--- src/rtl/pmt_pkg.sv ---
// Package: shared types for the serial-port power-mode tracker.
// Assumes: the 2-bit state encoding is visible at the top-level ports.
package pmt_pkg;

    // Power mode encoding presented on pwr_state
    typedef enum logic [1:0] {
        PM_NORMAL  = 2'b00,
        PM_WAKING  = 2'b01,
        PM_PARTIAL = 2'b10,
        PM_FULL    = 2'b11
    } pm_state_t;

endpackage

--- src/rtl/pmt_sync.sv ---
// Module: pmt_sync
// Brings WIDTH asynchronous inputs into the clk domain through a chain of
// STAGES flops. It also keeps the previous synchronized value so that the
// parent can detect edges. Assumes STAGES >= 2 and that the inputs idle at IDLE.
module pmt_sync #(
    parameter int unsigned          STAGES = 2,
    parameter int unsigned          WIDTH  = 2,
    parameter logic [WIDTH-1:0]     IDLE   = '1
) (
    input  logic             clk,
    input  logic             rst_n,
    input  logic [WIDTH-1:0] din,
    output logic [WIDTH-1:0] level,
    output logic [WIDTH-1:0] prev
);

    logic [WIDTH-1:0] chain [STAGES];

    // Shift the raw inputs through the synchronizer chain and keep one delayed copy
    always_ff @(posedge clk) begin
        if (!rst_n) begin
            for (int i = 0; i < STAGES; i++) begin
                chain[i] <= IDLE;
            end
            prev <= IDLE;
        end else begin
            chain[0] <= din;
            for (int i = 1; i < STAGES; i++) begin
                chain[i] <= chain[i-1];
            end
            prev <= chain[STAGES-1];
        end
    end

    assign level = chain[STAGES-1];

endmodule

--- src/rtl/pmt_edge_counter.sv ---
// Module: pmt_edge_counter
// Counts serial-clock falling edges inside a frame. The count clears at the
// chip-select fall and saturates at FRAME_EDGES. frame_edges gives the count
// including an edge seen in the current cycle, so a chip-select rise that
// coincides with an edge is classified after that edge. last_edge pulses on the
// edge that completes the frame.
// Assumes: cs_fall and sclk_fall are single-cycle pulses in the clk domain.
module pmt_edge_counter #(
    parameter int unsigned FRAME_EDGES = 16,
    localparam int unsigned CNT_W      = $clog2(FRAME_EDGES + 1)
) (
    input  logic             clk,
    input  logic             rst_n,
    input  logic             cs_low,
    input  logic             cs_fall,
    input  logic             sclk_fall,
    output logic [CNT_W-1:0] frame_edges,
    output logic             last_edge
);

    localparam logic [CNT_W-1:0] CAP     = CNT_W'(FRAME_EDGES);
    localparam logic [CNT_W-1:0] CAP_M1  = CNT_W'(FRAME_EDGES - 1);

    logic [CNT_W-1:0] count;
    logic             room;

    assign room = (count < CAP);

    // Restart at the frame start, then count edges while chip select is low
    always_ff @(posedge clk) begin
        if (!rst_n) begin
            count <= '0;
        end else if (cs_fall) begin
            count <= '0;
        end else if (sclk_fall && cs_low && room) begin
            count <= count + 1'b1;
        end
    end

    // Edge total as seen at this cycle, counting a coincident edge
    always_comb begin
        frame_edges = count;
        if (sclk_fall && room) begin
            frame_edges = count + 1'b1;
        end
    end

    assign last_edge = sclk_fall && cs_low && (count == CAP_M1);

    assert_count_clear_R11: assert property (@(posedge clk) disable iff (!rst_n)
        cs_fall |=> (count == '0));

    assert_count_hold_R11: assert property (@(posedge clk) disable iff (!rst_n)
        (count == CAP) && !cs_fall |=> (count == CAP));

endmodule

--- src/rtl/pmt_power_fsm.sv ---
// Module: pmt_power_fsm
// Tracks the power mode. It classifies each chip-select rise by the edge
// total of the frame: below WIN_LO is a glitch, from WIN_LO up to but not
// including WIN_HI is a step-down request, and WIN_HI or more completes a frame.
// From a power-down state, a chip-select fall starts a wake-up with its own
// timer. Once the dummy frame has completed, the mode returns to normal after
// the timer expires.
// Assumes: cs_fall/cs_rise are single-cycle pulses and never coincide.
module pmt_power_fsm
    import pmt_pkg::*;
#(
    parameter int unsigned CNT_W         = 5,
    parameter int unsigned WIN_LO        = 2,
    parameter int unsigned WIN_HI        = 10,
    parameter int unsigned PART_WAKE_CYC = 40,
    parameter int unsigned FULL_WAKE_CYC = 500_000,
    localparam int unsigned WAKE_MAX     = (FULL_WAKE_CYC > PART_WAKE_CYC) ? FULL_WAKE_CYC : PART_WAKE_CYC,
    localparam int unsigned WAKE_W       = $clog2(WAKE_MAX + 1)
) (
    input  logic             clk,
    input  logic             rst_n,
    input  logic             cs_fall,
    input  logic             cs_rise,
    input  logic [CNT_W-1:0] frame_edges,
    output pm_state_t        state
);

    localparam logic [CNT_W-1:0]  LO_E    = CNT_W'(WIN_LO);
    localparam logic [CNT_W-1:0]  HI_E    = CNT_W'(WIN_HI);
    localparam logic [WAKE_W-1:0] PART_LD = WAKE_W'(PART_WAKE_CYC);
    localparam logic [WAKE_W-1:0] FULL_LD = WAKE_W'(FULL_WAKE_CYC);

    logic              from_full;
    logic              committed;
    logic [WAKE_W-1:0] wake_cnt;
    logic              too_short;
    logic              in_win;

    // Classify the frame total at the chip-select rise
    always_comb begin
        too_short = (frame_edges < LO_E);
        in_win    = !too_short && (frame_edges < HI_E);
    end

    // Mode transitions, wake-up origin and wake timer
    always_ff @(posedge clk) begin
        if (!rst_n) begin
            state     <= PM_NORMAL;
            from_full <= 1'b0;
            committed <= 1'b0;
            wake_cnt  <= '0;
        end else begin
            case (state)
                PM_NORMAL: begin
                    if (cs_rise && in_win) begin
                        state <= PM_PARTIAL;
                    end
                end
                PM_PARTIAL: begin
                    if (cs_fall) begin
                        state     <= PM_WAKING;
                        from_full <= 1'b0;
                        committed <= 1'b0;
                        wake_cnt  <= PART_LD;
                    end
                end
                PM_FULL: begin
                    if (cs_fall) begin
                        state     <= PM_WAKING;
                        from_full <= 1'b1;
                        committed <= 1'b0;
                        wake_cnt  <= FULL_LD;
                    end
                end
                default: begin
                    if (wake_cnt != '0) begin
                        wake_cnt <= wake_cnt - 1'b1;
                    end
                    if (!committed) begin
                        if (cs_rise) begin
                            if (too_short) begin
                                state <= from_full ? PM_FULL : PM_PARTIAL;
                            end else if (in_win) begin
                                state <= PM_FULL;
                            end else begin
                                committed <= 1'b1;
                            end
                        end
                    end else if (wake_cnt == '0) begin
                        state <= PM_NORMAL;
                    end
                end
            endcase
        end
    end

    assert_step_down_R2: assert property (@(posedge clk) disable iff (!rst_n)
        (state == PM_NORMAL) && cs_rise && in_win |=> (state == PM_PARTIAL));

    assert_glitch_hold_R3: assert property (@(posedge clk) disable iff (!rst_n)
        (state == PM_NORMAL) && cs_rise && too_short |=> (state == PM_NORMAL));

    assert_wake_start_R5: assert property (@(posedge clk) disable iff (!rst_n)
        ((state == PM_PARTIAL) || (state == PM_FULL)) && cs_fall |=> (state == PM_WAKING));

    assert_fallback_partial_R6: assert property (@(posedge clk) disable iff (!rst_n)
        (state == PM_WAKING) && !committed && !from_full && cs_rise && too_short
        |=> (state == PM_PARTIAL));

    assert_no_early_normal_R8: assert property (@(posedge clk) disable iff (!rst_n)
        (state == PM_WAKING) && (wake_cnt != '0) |=> (state != PM_NORMAL));

endmodule

--- src/rtl/pmt_drive_ctrl.sv ---
// Module: pmt_drive_ctrl
// Generates the per-line output-drive enables and the data-valid flag.
// Drive starts at the chip-select fall. It stops at the rise or at the frame's
// last edge, whichever comes first. Data is valid only for frames that began
// in normal mode.
// Assumes: pulses are single-cycle, in_normal is the registered mode.
module pmt_drive_ctrl #(
    parameter int unsigned CHANNELS = 2
) (
    input  logic                clk,
    input  logic                rst_n,
    input  logic                cs_fall,
    input  logic                cs_rise,
    input  logic                last_edge,
    input  logic                in_normal,
    output logic [CHANNELS-1:0] dout_oe,
    output logic                data_valid
);

    // One drive-enable flop per data line
    for (genvar ch = 0; ch < CHANNELS; ch++) begin : g_line
        always_ff @(posedge clk) begin
            if (!rst_n) begin
                dout_oe[ch] <= 1'b0;
            end else if (cs_fall) begin
                dout_oe[ch] <= 1'b1;
            end else if (cs_rise || last_edge) begin
                dout_oe[ch] <= 1'b0;
            end
        end
    end

    // Mark the frame valid only when it opens in normal mode
    always_ff @(posedge clk) begin
        if (!rst_n) begin
            data_valid <= 1'b0;
        end else if (cs_fall) begin
            data_valid <= in_normal;
        end else if (cs_rise) begin
            data_valid <= 1'b0;
        end
    end

    assert_oe_release_R10: assert property (@(posedge clk) disable iff (!rst_n)
        cs_rise |=> (dout_oe == '0));

    assert_oe_open_R10: assert property (@(posedge clk) disable iff (!rst_n)
        cs_fall |=> (dout_oe == '1));

endmodule

--- src/rtl/pmt_power_tracker.sv ---
// Module: pmt_power_tracker (top)
// Device-side model of a serial ADC's power-mode logic. It synchronizes chip
// select and serial clock, detects their edges, counts edges per frame,
// drives the power-mode state machine and the output-drive/valid flags.
// Assumes: clk is several times faster than sclk, and sclk idles high.
module pmt_power_tracker
    import pmt_pkg::*;
#(
    parameter int unsigned CHANNELS      = 2,
    parameter int unsigned SYNC_STAGES   = 2,
    parameter int unsigned FRAME_EDGES   = 16,
    parameter int unsigned WIN_LO        = 2,
    parameter int unsigned WIN_HI        = 10,
    parameter int unsigned PART_WAKE_CYC = 40,
    parameter int unsigned FULL_WAKE_CYC = 500_000
) (
    input  logic                clk,
    input  logic                rst_n,
    input  logic                cs_n,
    input  logic                sclk,
    output logic [1:0]          pwr_state,
    output logic                data_valid,
    output logic [CHANNELS-1:0] dout_oe
);

    localparam int unsigned CNT_W = $clog2(FRAME_EDGES + 1);

    logic [1:0]       raw_in;
    logic [1:0]       sync_lvl;
    logic [1:0]       sync_prv;
    logic             cs_low;
    logic             cs_fall;
    logic             cs_rise;
    logic             sclk_fall;
    logic [CNT_W-1:0] frame_edges;
    logic             last_edge;
    pm_state_t        state;

    assign raw_in = {sclk, cs_n};

    pmt_sync #(
        .STAGES (SYNC_STAGES),
        .WIDTH  (2),
        .IDLE   (2'b11)
    ) u_sync (
        .clk   (clk),
        .rst_n (rst_n),
        .din   (raw_in),
        .level (sync_lvl),
        .prev  (sync_prv)
    );

    // Edge pulses on the synchronized inputs
    always_comb begin
        cs_low    = !sync_lvl[0];
        cs_fall   = sync_prv[0] && !sync_lvl[0];
        cs_rise   = !sync_prv[0] && sync_lvl[0];
        sclk_fall = sync_prv[1] && !sync_lvl[1];
    end

    pmt_edge_counter #(
        .FRAME_EDGES (FRAME_EDGES)
    ) u_count (
        .clk         (clk),
        .rst_n       (rst_n),
        .cs_low      (cs_low),
        .cs_fall     (cs_fall),
        .sclk_fall   (sclk_fall),
        .frame_edges (frame_edges),
        .last_edge   (last_edge)
    );

    pmt_power_fsm #(
        .CNT_W         (CNT_W),
        .WIN_LO        (WIN_LO),
        .WIN_HI        (WIN_HI),
        .PART_WAKE_CYC (PART_WAKE_CYC),
        .FULL_WAKE_CYC (FULL_WAKE_CYC)
    ) u_fsm (
        .clk         (clk),
        .rst_n       (rst_n),
        .cs_fall     (cs_fall),
        .cs_rise     (cs_rise),
        .frame_edges (frame_edges),
        .state       (state)
    );

    pmt_drive_ctrl #(
        .CHANNELS (CHANNELS)
    ) u_drive (
        .clk        (clk),
        .rst_n      (rst_n),
        .cs_fall    (cs_fall),
        .cs_rise    (cs_rise),
        .last_edge  (last_edge),
        .in_normal  (state == PM_NORMAL),
        .dout_oe    (dout_oe),
        .data_valid (data_valid)
    );

    assign pwr_state = state;

    assert_valid_only_normal_R9: assert property (@(posedge clk) disable iff (!rst_n)
        data_valid |-> (state == PM_NORMAL));

    assert_down_tristate_R10: assert property (@(posedge clk) disable iff (!rst_n)
        ((state == PM_PARTIAL) || (state == PM_FULL)) |-> (dout_oe == '0));

endmodule

--- config.mk ---
export PLATFORM = sky130hd
export DESIGN_NAME = pmt_power_tracker
export DESIGN_NICKNAME = d
export VERILOG_FILES = /design/src/rtl/pmt_pkg.sv /design/src/rtl/pmt_sync.sv /design/src/rtl/pmt_edge_counter.sv /design/src/rtl/pmt_power_fsm.sv /design/src/rtl/pmt_drive_ctrl.sv /design/src/rtl/pmt_power_tracker.sv
export SDC_FILE = /design/constraint.sdc
export NUM_CORES = 1
export LEC_CHECK = 0
export CORE_MARGIN = 2
export CORE_UTILIZATION = 48
export CTS_CLUSTER_DIAMETER = 120
export DETAILED_ROUTE_END_ITERATION = 8
export DONT_BUFFER_PORTS = 1
export GPL_ROUTABILITY_DRIVEN = 1
export PLACE_DENSITY = 0.74
export SLEW_MARGIN = 10
export SYNTH_ARGS = -nofsm -noshare
export SYNTH_HDL_FRONTEND = slang
export SYNTH_SLANG_ARGS = --single-unit
--- constraint.sdc ---
create_clock -name clk -period 3.4 [get_ports clk]
set_input_delay 0 -clock clk [delete_from_list [all_inputs] [get_ports clk]]
set_output_delay 0 -clock clk [all_outputs]
set_load 0.03 [all_outputs]
# == After elaboration in Yosys (flattened, before gate mapping) ==
# Memory sizes are Yosys's and may differ from the RTL's.
# Index checks and enable logic that the tools add are counted.
# word_totals
output_inout_bits,5
reg_bits,32
input_bits,4
mem_bits_rw,4
elab_cells,85
memories,1
# op_classes
add_sub_neg,2
n_eq_ne,8
mux,30
reduce_logical,29
magnitude_cmp,3
bitwise,4
# memory_table
name,words,word_bits,read_ports,rd_ports_with_merged_regs,write_ports,line_no,text
u_sync.chain,2,2,2,0,2,pmt_sync.sv:17,logic [WIDTH-1:0] chain [STAGES];
# ops
op,n
2-to-1 mux 19 bit,3
one-hot mux 19 bit (3 select lines),1
zero test 19 bit,1
nonzero test 19 bit,1
subtractor 19 x 1 -> 19 bit (second input constant),1
2-to-1 mux 2 bit,9
2-to-1 mux 1 bit,13
logical AND 1 bit,9
inequality test 2 bit (second input constant),3
nonzero test 2 bit,3
adder 5 x 1 -> 5 bit (second input constant),1
== test 5 x 4 -> 1 bit (second input constant),1
less-than comparator 5 x 2 -> 1 bit (second input constant),1
less-than comparator 5 x 4 -> 1 bit (second input constant),1
less-than comparator 5 bit (second input constant),1
2-to-1 mux 5 bit,1
AND reduction 5 bit,1
nonzero test 5 bit,1
== test 2 bit (second input constant),2
zero test 1 bit,4
inequality test 4 x 3 -> 1 bit (second input constant),1
one-hot mux 1 bit (2 select lines),2
one-hot mux 2 bit (2 select lines),1
AND reduction 4 bit,1
10 further kinds,13

# == Longest topological paths before layout ==
# Gate-level depths: netlist of run 1.
# An unclocked memory read counts as a cell.
# depth
word_depth,13
depth_mapped,8
depth_no_buf,8

# == Modules after synthesis ==
# Synthesis of run 1 repeated with hierarchy kept, for this count alone.
# hier_totals
hier_cells,225
area_unflattened_um2,1954.4
# modules_own_cells
module,seq_area_each_um2,area_per_inst_um2,n_inst,cells_each
pmt_power_fsm,460.4,1362.6,1,161
pmt_edge_counter,100.1,306.5,1,38
pmt_sync,120.1,172.7,1,14
pmt_drive_ctrl,40.0,83.8,1,7
pmt_power_tracker,0.0,28.8,1,5

# == Worst setup path before layout of run 1 ==
# No wires, ideal clock.
# synth_path
path_kind,reg2reg
start,reg u_fsm.wake_cnt[14]
end,reg u_fsm.wake_cnt[13]
required_time_ns,3.281
arrival_ns,2.005
synth_period_minus_slack_ns,2.123
setup_time_ns,0.119
path_buffers,2
setup_slack_ns,1.277
stages_incl_launch_ff,8
cell_sequence,dfxtp_1 or4_1 buf_2 or3_4 o21a_1 buf_6 o22a_1 o221a_1
# synth_between
elab_chain_len,3
# synth_lines
item,line_no,text
from (decl),pmt_power_fsm.sv:35,logic [WAKE_W-1:0] wake_cnt;
from (signal assigned),pmt_power_fsm.sv:77,wake_cnt <= wake_cnt - 1'b1;
nonzero test 19 bit,pmt_power_fsm.sv:76,if (wake_cnt != '0) begin
nonzero test 3 bit (no line),-,
AND reduction 4 bit (no line),-,
# Every way passes these cells.
# A chain may end at the register's enable or synchronous reset.

# == Final worst setup path of run 1 ==
# layout_path
start,reg u_fsm.wake_cnt[14]
end,reg u_fsm.wake_cnt[16]
# layout_between
elab_chain_len,3
elab_cells_between_ends,6
classes_between,add/sub: 1; mux: 2; reduce/logical: 3
# layout_lines
item,line_no
subtractor 19 x 1 -> 19 bit or nonzero test 19 bit (tied branches),"pmt_power_fsm.sv:77, pmt_power_fsm.sv:76"
2-to-1 mux 19 bit or nonzero test 3 bit (tied branches),-
one-hot mux 19 bit (3 select lines) or AND reduction 4 bit (tied branches),-
# Several ways; a longest one is shown, not always the timed one. The select of a mux whose other input is x is not followed.

==> impl_results.md, run 1 <==
* Post-synth EDFFs at 0
* First DRT Iteration DRCs at roughly 110
* Post-Synthesis Cells at approximately 240
* Commonest non-fill, non-tap cells in the layout: dfxtp_1, nor2_1, a21oi_1
* CP Data Arrival Time at around 2.6 ns
* Leakage at roughly 0.80 nW
* Synth warn at 0
* Skew final at about 0.0076 ns
* ANT cells at 0
* CTS Buf Count at 5
* Placed cell count at roughly 280
* Maxcap violations at 0
* Cell taking the most area after synthesis: dfxtp_1
* FFs w/ async S/R, synth at 0%
* Commonest non-fill, non-tap cell in the layout: dfxtp_1
* Die Ht at 68.9 um
* Setup TNS at 0 ns
* Power per cell area at around 360 mW/mm^2
* Final Max Tran Viols at 0
* Nets at 246
* Num rows at 23
* Fin crit period at roughly 2.4 ns
* Layout fillers at between 300 and 400
* Synth top area cells: dfxtp_1, a21oi_1, ha_1
* Die Width at 68.9 um
* Antenna viol nets, final at 0
* Largest net degree at the start of global routing at 28
* Slowest cell on crit path: or4_1
* Max Clk Rate at 410 MHz
* Critical path class: reg2reg
* Clock Pin Slew Worst Setup and Hold Paths at about 0.07 ns
* Average footprint of a synthesized cell at around 8.5 um^2
* Placeable Area at around 0.004 mm^2
* Global placement routability congestion at ~0.83
* Ys flop type: dfxtp_1
* Slew headroom at approximately a third
* TritonCTS clock tree: yes
* Mapped Nets at 249
* Clk buf depth at 2
* Worst-margin pin slew at between 0.9 and 1 ns
* Initial Util at roughly half
* Req. time, crit path at 3.58 ns
* Vias in the first global route at around 1700
* Slowest Stage Delay on Critical Path at 0.61 ns
* RSZ-0062 raised after global routing: no
* Post-CTS Resized at 0
* Min-delay worst type: in2reg
* Port bufs at 0
* Worst VDD drop at ~230 uV
* Number of I/O pins at 9
* Skew-Pair Late Insertion Delay at between 0.2 and 0.3 ns
* 1st-pass router iterations at 4
* Total Routed Length at roughly 4500 um
* Share of the synthesized area in the top cell type at 35.7%
* Layout cells sized above 1 at under 10%
* Post-DP HPWL at about 3100 um
* DR vias/cell at between 6 and 7
* Die area at 0.00474 mm^2
* Reg2reg path depth at 5
* WHS Path Cells at 2
* Count of final hold-check violations at 0
* Sequential cell area at slightly above 700 um^2
* Syn Std Cell Area at about 0.0020 mm^2
* Crit end category: flip-flop
* CTS Sinks at 36
* Crit share post-route at between 70% and 80%
* Final Core Density at 53.1%
* Status: completed
* Via count at 1776
* H-tree Lvls at 2
* Post-synth cell types at 56
* Setup Buffers After CTS at 0
* Syn-to-layout area delta at 5.88%
* # setup viols final at 0
* Seq/Total Area, Yosys at 35.7%
* CP cell instances: or4_1 -> or3_4 -> o21ai_2 -> a21boi_0 -> o221a_2
* Post-route insts no fill at 286
* Drt wl/cell at ~16 um
* Total GRT Usage at between 20% and 30%
* DRC violations left at 0
* Worst setup SP type: flip-flop
* GRT Residual Overflow at 0
* Initial antenna violation count at 0
* Area occupied by multi-input gates at between 0.001 and 0.0015 mm^2
* Global-route wire length before repair at 8020 um
* Worst-path maximum fanout at 15
* Post-synthesis sequential element count at 36
* CTS root buf: clkbuf_8
## critical path: cells and delay by family, from the launching register on
| kind | cells | cell delay, ns |
|---|---|---|
| AO/OA/AOI/OAI | 3 | 0.98 |
| flip-flops | 1 | 0.34 |
| AND/OR/NAND/NOR | 2 | 0.99 |
## metal layers
layer,vias up,global-route usage [%],wire length [um]
li1,893,-,-
met1,848,28.4,2120
met2,28,38.5,2170
met3,7,4.22,166
met4,0,9.31,81
met5,-,0,0
## synthesized netlist by cell type, drive strengths merged, types with 2 or more instances
cell / count
a2111oi: 2
a211oi: 3
a21oi: 15
a311oi: 2
a31oi: 3
a41oi: 2
and2: 2
and3: 4
buf: 5
clkbuf: 11
dfxtp: 36
ha: 6
inv: 11
mux2i: 5
nand2: 13
nand2b: 9
nand3: 8
nand4: 3
nor2: 19
nor2b: 4
nor3: 9
nor4: 4
nor4b: 3
o2111ai: 7
o21a: 2
o21ai: 5
o221a: 3
o22ai: 2
o31ai: 8
or3: 12
or4: 2
xnor2: 2
xor2: 3
## cell families after synthesis
| group | share of synthesized area, % |
|---|---|
| AOI/OAI and AO/OA | 23.2 |
| xor gates and xnor gates | 2.17 |
| adders and majority gates | 3.72 |
| buffers and inverters | 5.70 |
| DFF | 35.7 |
| muxes | 2.48 |
| and+or+nand+nor | 27.1 |
## worst paths after layout
| path | startpoint | slack [ns] | to |
|---|---|---|---|
| worst min register to register | u_sync.chain[0][0] | 0.40 | u_sync.chain[0][2] |
| worst min-delay path | rst_n | 0.15 | u_fsm.from_full |
| worst max-delay path | u_fsm.wake_cnt[14] | 0.96 | u_fsm.wake_cnt[16] |
| worst max register to register | u_fsm.wake_cnt[14] | 0.96 | u_fsm.wake_cnt[16] |
## report_power, final
part           internal, mW  switching, mW
Sequential            0.426        0.00686
Clock                 0.139          0.151
Combinational        0.0150         0.0232
## final cells by class
type	count	share of cell area (%)
clock buffers	6	3.39
inverters	11	1.93
flip-flops and latches	36	33.7
multi-input cells	176	55.4
repair buffers	6	2.46
well taps	50	2.92
clock inverters	1	0.234
## per-stage QoR
step           hold slack [ns]  setup slack, ns  total power [mW]  instance area [um^2]
2_1_floorplan            0.101             1.28             0.471                  2020
3_3_place_gp            0.0724             1.04             0.472                  2030
3_5_place_dp            0.0747            0.972             0.473                  2030
4_1_cts                  0.135            0.982             0.770                  2140
5_1_grt                  0.170            0.785             0.786                  2140
6_report                 0.147            0.963             0.761                  2140
## state kept, by name, indices dropped and copies added (netlist names)
signal and cells:
u_fsm.wake_cnt 19, u_count.count 5, u_sync.chain 4, u_fsm.state 2, u_sync.prev 2, u_drive.data_valid 1
u_drive.dout_oe 1, u_fsm.committed 1, u_fsm.from_full 1
## timing repair
| item | in CTS | in global routing |
|---|---|---|
| hold endpoints to repair | 29 | 0 |
| endpoints found under the setup margin | 0 | 0 |
| hold buffers | 3 | 0 |
No activity file was read; power rests on OpenSTA's default activity.
==> run 2: changes to the inputs <==
==> constraint.sdc (replaced) <==
create_clock -name clk -period 2.4 [get_ports clk]
set_input_delay 0 -clock clk [delete_from_list [all_inputs] [get_ports clk]]
set_output_delay 0 -clock clk [all_outputs]
set_load 0.03 [all_outputs]
==> run 2 against run 1 <==
Net effect: via count up 3.9%; wire length grew 0.59%; non-clock buffer count is 6 higher; first-iteration DRC count is 9.4% lower; combinational power grew 48%; core utilization grew 1.9 points; fmax grew 9.7%; sequential power rose by 41%; worst setup slack worse by 0.79 ns; design area increased by 3.6%; critical path depth increased by 3; die area did not move; critical path type unchanged; highest routed layer unchanged.
==> impl_results.md, run 2 (synthesis gave the netlist of run 1 again) <==
* Status: completed
* Critical path buffers and inverters at 0
* Global-route wire length before repair at 7710 um
* RSZ-0062 raised after global routing: no
* Slowest cell on crit path: dfxtp_1
* H-tree Lvls at 2
* Reg-to-Reg End: u_fsm.state[0]
* Layout cells sized above 1 at under 10%
* Maxcap violations at 0
* Placeable Area at between 0.004 and 0.005 mm^2
* Final Max Tran Viols at 0
* Worst-margin pin slew at ~1.0 ns
* Layout fillers at between 300 and 400
* Skew-Pair Late Insertion Delay at just under 0.3 ns
* Hold path startpoint: rst_n
* Skew final at between 0.009 and 0.01 ns
* Max Clk Rate at around 450 MHz
* DR vias/cell at approximately 6.3
* GRT Residual Overflow at 0
* Largest Register: u_fsm.wake_cnt
* Die area at about 0.0047 mm^2
* Largest net degree at the start of global routing at 28
* Total Routed Length at 4570 um
* Initial Util at between 50 and 60%
* Drt wl/cell at ~16 um
* Crit share post-route at between 90 and 100%
* 1st-pass router iterations at 4
* Crit end category: flip-flop
* Clk buf depth at 2
* Port bufs at 0
* First DRT Iteration DRCs at 96
* Req. time, crit path at 2.63 ns
* CP cell instances: ha_2 -> and3_1 -> ha_1 -> nand4bb_1 -> o31ai_1 -> a221o_1 -> a211o_1 -> a32oi_1
* Largest registers: u_fsm.wake_cnt: 19 flops, u_count.count: 5 flops, u_sync.chain: 4 flops
* Max reg flops at 19
* Slowest Stage Delay on Critical Path at 0.43 ns
* R2R Setup Slk at ~0.18 ns
* Syn-to-layout area delta at 9.72%
* CTS Sinks at 36
* Worst VDD drop at approximately 320 uV
* Reg-to-Reg Start: u_count.count[1]
* Power per cell area at between 500 and 600 mW/mm^2
* Hold EP: u_drive.dout_oe[1]
* Nets at roughly 250
* CP Data Arrival Time at approximately 2.5 ns
* Post-route insts no fill at a little under 300
* ANT cells at 0
* Top delay family on crit path: compound AO/OA/AOI/OAI gates
* Leakage at approximately 0.84 nW
* Fin crit period at ~2.2 ns
* Total GRT Usage at approximately 22%
* Via count at 1845
* Total power at roughly 1.2 mW
* Die Ht at slightly below 70 um
* Commonest non-fill, non-tap cells in the layout: dfxtp_1, nor2_1, a21oi_1
* Post-DP HPWL at between 3000 and 4000 um
* Initial antenna violation count at 0
* Min-delay worst type: in2reg
* Vias in the first global route at approximately 1700
* WHS Path Cells at 2
* Antenna viol nets, final at 0
* CTS Buf Count at 5
* Num rows at 23
* Placed cell count at ~280
* Slew headroom at between 30 and 40%
* Reg2reg path depth at 8
* Count of final hold-check violations at 0
* Number of I/O pins at 9
* DRC violations left at 0
* Clock Pin Slew Worst Setup and Hold Paths at 0.08 ns
* TritonCTS clock tree: yes
* # setup viols final at 0
* Global placement routability congestion at between 0.8 and 0.9
* Critical path class: reg2reg
* Worst setup SP type: flip-flop
* Die Width at 68.9 um
* Commonest non-fill, non-tap cell in the layout: dfxtp_1
* Worst-path maximum fanout at 7
* Setup TNS at 0 ns
* Setup Buffers After CTS at 0
* CTS root buf: clkbuf_8
## run 2: cell count changes in the layout (fill, tap and decap cells not counted)
cell / before / now
buf_4: 3 / 9
bufinv_16: 0 / 1
ha_1: 6 / 5
ha_2: 0 / 1
## run 2: worst max-delay path by stage
stage          slack, ns               start  depth (start not counted)            endpoint
6_report            0.18    u_count.count[1]                          8      u_fsm.state[0]
5_1_grt             0.04    u_count.count[1]                          8      u_fsm.state[0]
3_3_place_gp        0.25    u_count.count[0]                          8      u_fsm.state[0]
3_5_place_dp        0.18    u_count.count[1]                          8      u_fsm.state[0]
2_1_floorplan       0.28  u_fsm.wake_cnt[14]                          7  u_fsm.wake_cnt[13]
4_1_cts             0.16    u_count.count[1]                          8      u_fsm.state[0]
## run 2: power breakdown
group          leakage, nW  internal, mW  total [mW]  switching (mW)
clock network       0.0552         0.308       0.525           0.217
registers            0.291         0.603       0.611         0.00832
logic                0.496        0.0223      0.0567          0.0344
## run 2: per-layer routing
layer | vias to the layer above | track usage (%) | part of all wire, %
met5 | - | 0 | 0
met4 | 0 | 8.58 | 1.8
met3 | 10 | 5.68 | 3.5
met2 | 36 | 35.7 | 48
met1 | 879 | 28.5 | 47
li1 | 920 | - | -
## run 2: per-stage QoR
stage | setup slack (ns) | hold slack (ns) | instance area, um^2 | utilization [%]
floorplan | 0.277 | 0.101 | 2020 | -
global placement | 0.251 | 0.0734 | 2080 | 51.6
detailed placement | 0.183 | 0.0752 | 2080 | 51.6
CTS | 0.161 | 0.150 | 2210 | 55.0
global route | 0.0428 | 0.181 | 2220 | 55.0
finish | 0.178 | 0.149 | 2220 | 55.0
## run 2: timing repair
item,4_1_cts,5_1_grt
resized for setup,0,1
hold buffers,3,0
setup endpoints to repair,0,1
endpoints found under the hold margin,30,0
## run 2: area by class of cell
type / instances / area, um^2 / area share, %
inverter: 11 / 41.3 / 1.86
clock inverter: 2 / 35.0 / 1.58
multi-input combinational: 176 / 1190 / 53.6
sequential: 36 / 721 / 32.5
timing repair buffer: 12 / 97.6 / 4.40
tap: 50 / 62.6 / 2.82
clock buffer: 6 / 72.6 / 3.27
==> run 3: changes to the inputs <==
--- a/config.mk
+++ b/config.mk
@@ -5,13 +5,14 @@
 export SDC_FILE = /design/constraint.sdc
 export NUM_CORES = 1
 export LEC_CHECK = 0
+export CORE_ASPECT_RATIO = 1.5
 export CORE_MARGIN = 2
 export CORE_UTILIZATION = 48
 export CTS_CLUSTER_DIAMETER = 120
 export DETAILED_ROUTE_END_ITERATION = 8
 export DONT_BUFFER_PORTS = 1
 export GPL_ROUTABILITY_DRIVEN = 1
-export PLACE_DENSITY = 0.74
+export PLACE_DENSITY = 0.76
 export SLEW_MARGIN = 10
 export SYNTH_ARGS = -nofsm -noshare
 export SYNTH_HDL_FRONTEND = slang
==> constraint.sdc (replaced) <==
create_clock -name clk -period 1.9 [get_ports clk]
set_input_delay 0 -clock clk [delete_from_list [all_inputs] [get_ports clk]]
set_output_delay 0 -clock clk [all_outputs]
set_load 0.03 [all_outputs]
==> run 3 against run 2 <==
Net effect: critical endpoint is now u_fsm.wake_cnt[7]; wire length grew 26%; the run now ends with hold timing, setup timing left; power grew 28%; non-clock buffer count up 44; first-iteration DRC count increased by 30%; die area is 0.23% higher; highest routed layer unchanged; largest cell class unchanged; worst setup slack got worse by 0.28 ns; sequential share of layout area shrank 5.9 points.
==> impl_results.md, run 3 (synthesis gave the netlist of run 1 again) <==
* Total Routed Length at roughly 5800 um
* Slowest cell on crit path: or4_4
* Critical path buffers and inverters at 1
* CP Data Arrival Time at 2.18 ns
* Max Clk Rate at between 400 and 500 MHz
* Die Ht at 83.5 um
* Met3 GRT Util at around 5.6%
* Critical path class: reg2reg
* Crit end category: flip-flop
* Layout cells sized above 1 at ~28%
* Nets at between 200 and 300
* Global-route wire length before repair at 9510 um
* RSZ-0062 raised after global routing: yes
* Largest registers: u_fsm.wake_cnt: 19 flops, u_count.count: 5 flops, u_sync.chain: 4 flops
* Skew final at between 0.006 and 0.007 ns
* Clock Pin Slew Worst Setup and Hold Paths at 0.07 ns
* Slowest Stage Delay on Critical Path at between 0.5 and 0.6 ns
* Crit share post-route at 105%
* Fin Hold WS at -0.172 ns
* TritonCTS clock tree: yes
* CP cell instances: or4_4 -> or3_4 -> o21a_4 -> buf_6 -> nor2_4 -> o31ai_1
* Largest net degree at the start of global routing at 29
* Failing checks: hold timing, setup timing
* GRT Residual Overflow at 0
* Skew-Pair Late Insertion Delay at roughly 0.3 ns
* Clk buf depth at 2
* Drt wl/cell at about 17 um
* Busiest grt layer: met2
* Final worst setup slack at -0.104 ns
* DRC violations left at 0
* Largest Register: u_fsm.wake_cnt
* Placeable Area at roughly 0.004 mm^2
* 1st-pass router iterations at 5
* Number of I/O pins at 9
* CTS root buf: clkbuf_8
* Cts hold-fix bufs at 12
* Total power at about 1.5 mW
* Max reg flops at 19
* Via count at 2079
* H-tree Lvls at 2
* First DRT Iteration DRCs at around 130
* Fin crit period at about 2.0 ns
* CTS Buf Count at 5
* Post-DP HPWL at about 3800 um
* Maxcap violations at 0
* CTS Sinks at 36
* Initial antenna violation count at 0
* Count of final hold-check violations at 17
* Worst-path maximum fanout at 5
* Status: finished, violations left
* Port bufs at 0
* Power per cell area at 560 mW/mm^2
* Vias in the first global route at between 2000 and 2500
* Syn-to-layout area delta at 35.0%
* # setup viols final at 19
* DR vias/cell at ~6.2
* ANT cells at 0
* Min-delay worst type: in2reg
* Cell area after placement at around 0.0024 mm^2
* Final Max Tran Viols at 0
* Die area at ~0.0048 mm^2
* Commonest non-fill, non-tap cell in the layout: buf_4
* Initial Util at 50.6%
* Commonest non-fill, non-tap cells in the layout: buf_4, dfxtp_1, nor2_1
* GR met2 Demand/Resource at about 44%
* Worst setup SP type: flip-flop
* Req. time, crit path at 2.08 ns
* Slew headroom at 61.0%
* Antenna viol nets, final at 0
* Num rows at 28
* Leakage at 1.08 nW
* Worst VDD drop at about 610 uV
* Design area at 0.00273 mm^2
* Global placement routability congestion at approximately 0.88
* Total GRT Usage at about 25%
* Met1 Resource Use GR at between 20% and 30%
* Top delay family on crit path: simple AND/OR/NAND/NOR gates
* Worst-margin pin slew at approximately 0.6 ns
* Die Width at roughly 57 um
-- run 3: changes by cell type in the layout (fill, tap and decap cells not counted), sizes merged --
cell	before	now
buf	9	44
dlygate4sd3	3	11
dlymetal6s4s	0	1
nor2	19	20
-- run 3: per-stage QoR --
stage	setup WS, ns	cells	TNS (ns)	utilization [%]	hold slack [ns]
after floorplan	-0.207	239	-1.13	-	0.101
after global placement	-0.0754	308	-0.821	59.0	0.0725
after detailed placement	-0.109	308	-1.26	59.0	0.0758
after CTS	-0.0798	333	-1.10	67.0	-0.181
after global routing	-0.141	333	-2.32	68.3	-0.174
final	-0.104	333	-1.29	68.3	-0.172
-- run 3: worst paths after layout --
kind | start | cells past startpoint | to | slack, ns
worst max register to register | u_fsm.wake_cnt[14] | 6 | u_fsm.wake_cnt[7] | -0.10
worst max-delay path | u_fsm.wake_cnt[14] | 6 | u_fsm.wake_cnt[7] | -0.10
worst min-delay path | rst_n | 1 | u_fsm.wake_cnt[1] | -0.17
worst min register to register | u_fsm.wake_cnt[11] | 2 | u_fsm.wake_cnt[11] | 0.50
-- run 3: final cells by class --
class	instances	area, um^2
Sequential cell	36	727
Fill cell	315	1260
Clock inverter	2	35.0
Clock buffer	6	72.6
Inverter	11	41.3
Timing Repair Buffer	56	477
Tap cell	45	56.3
Multi-Input combinational cell	177	1320
-- run 3: timing repair --
item,CTS,global route
endpoints found under the setup margin,20,26
setup buffers,3,0
pin swaps,13,14
gates resized for setup,12,12
hold endpoints to repair,30,17
cloned,2,0
-- run 3: layer usage --
layer / part of all wire (%) / routed length [um]
met2: 54 / 3090
met3: 5.1 / 292
met4: 4.7 / 273
met5: 0 / 0
met1: 36 / 2100
-- run 3: worst register-to-register path: cells and delay by family, from the launching register on --
family                 cells  cell delay [ns]
AND/OR/NAND/NOR            3             1.08
AO/OA/AOI/OAI              2             0.34
flip-flops                 1             0.32
buffers and inverters      1             0.14
-- run 3: power by group --
| group | switching, mW | leakage [nW] | total (mW) | internal [mW] |
|---|---|---|---|---|
| clock | 0.281 | 0.0552 | 0.670 | 0.389 |
| combinational | 0.0486 | 0.727 | 0.0920 | 0.0434 |
| sequential | 0.00613 | 0.293 | 0.767 | 0.760 |
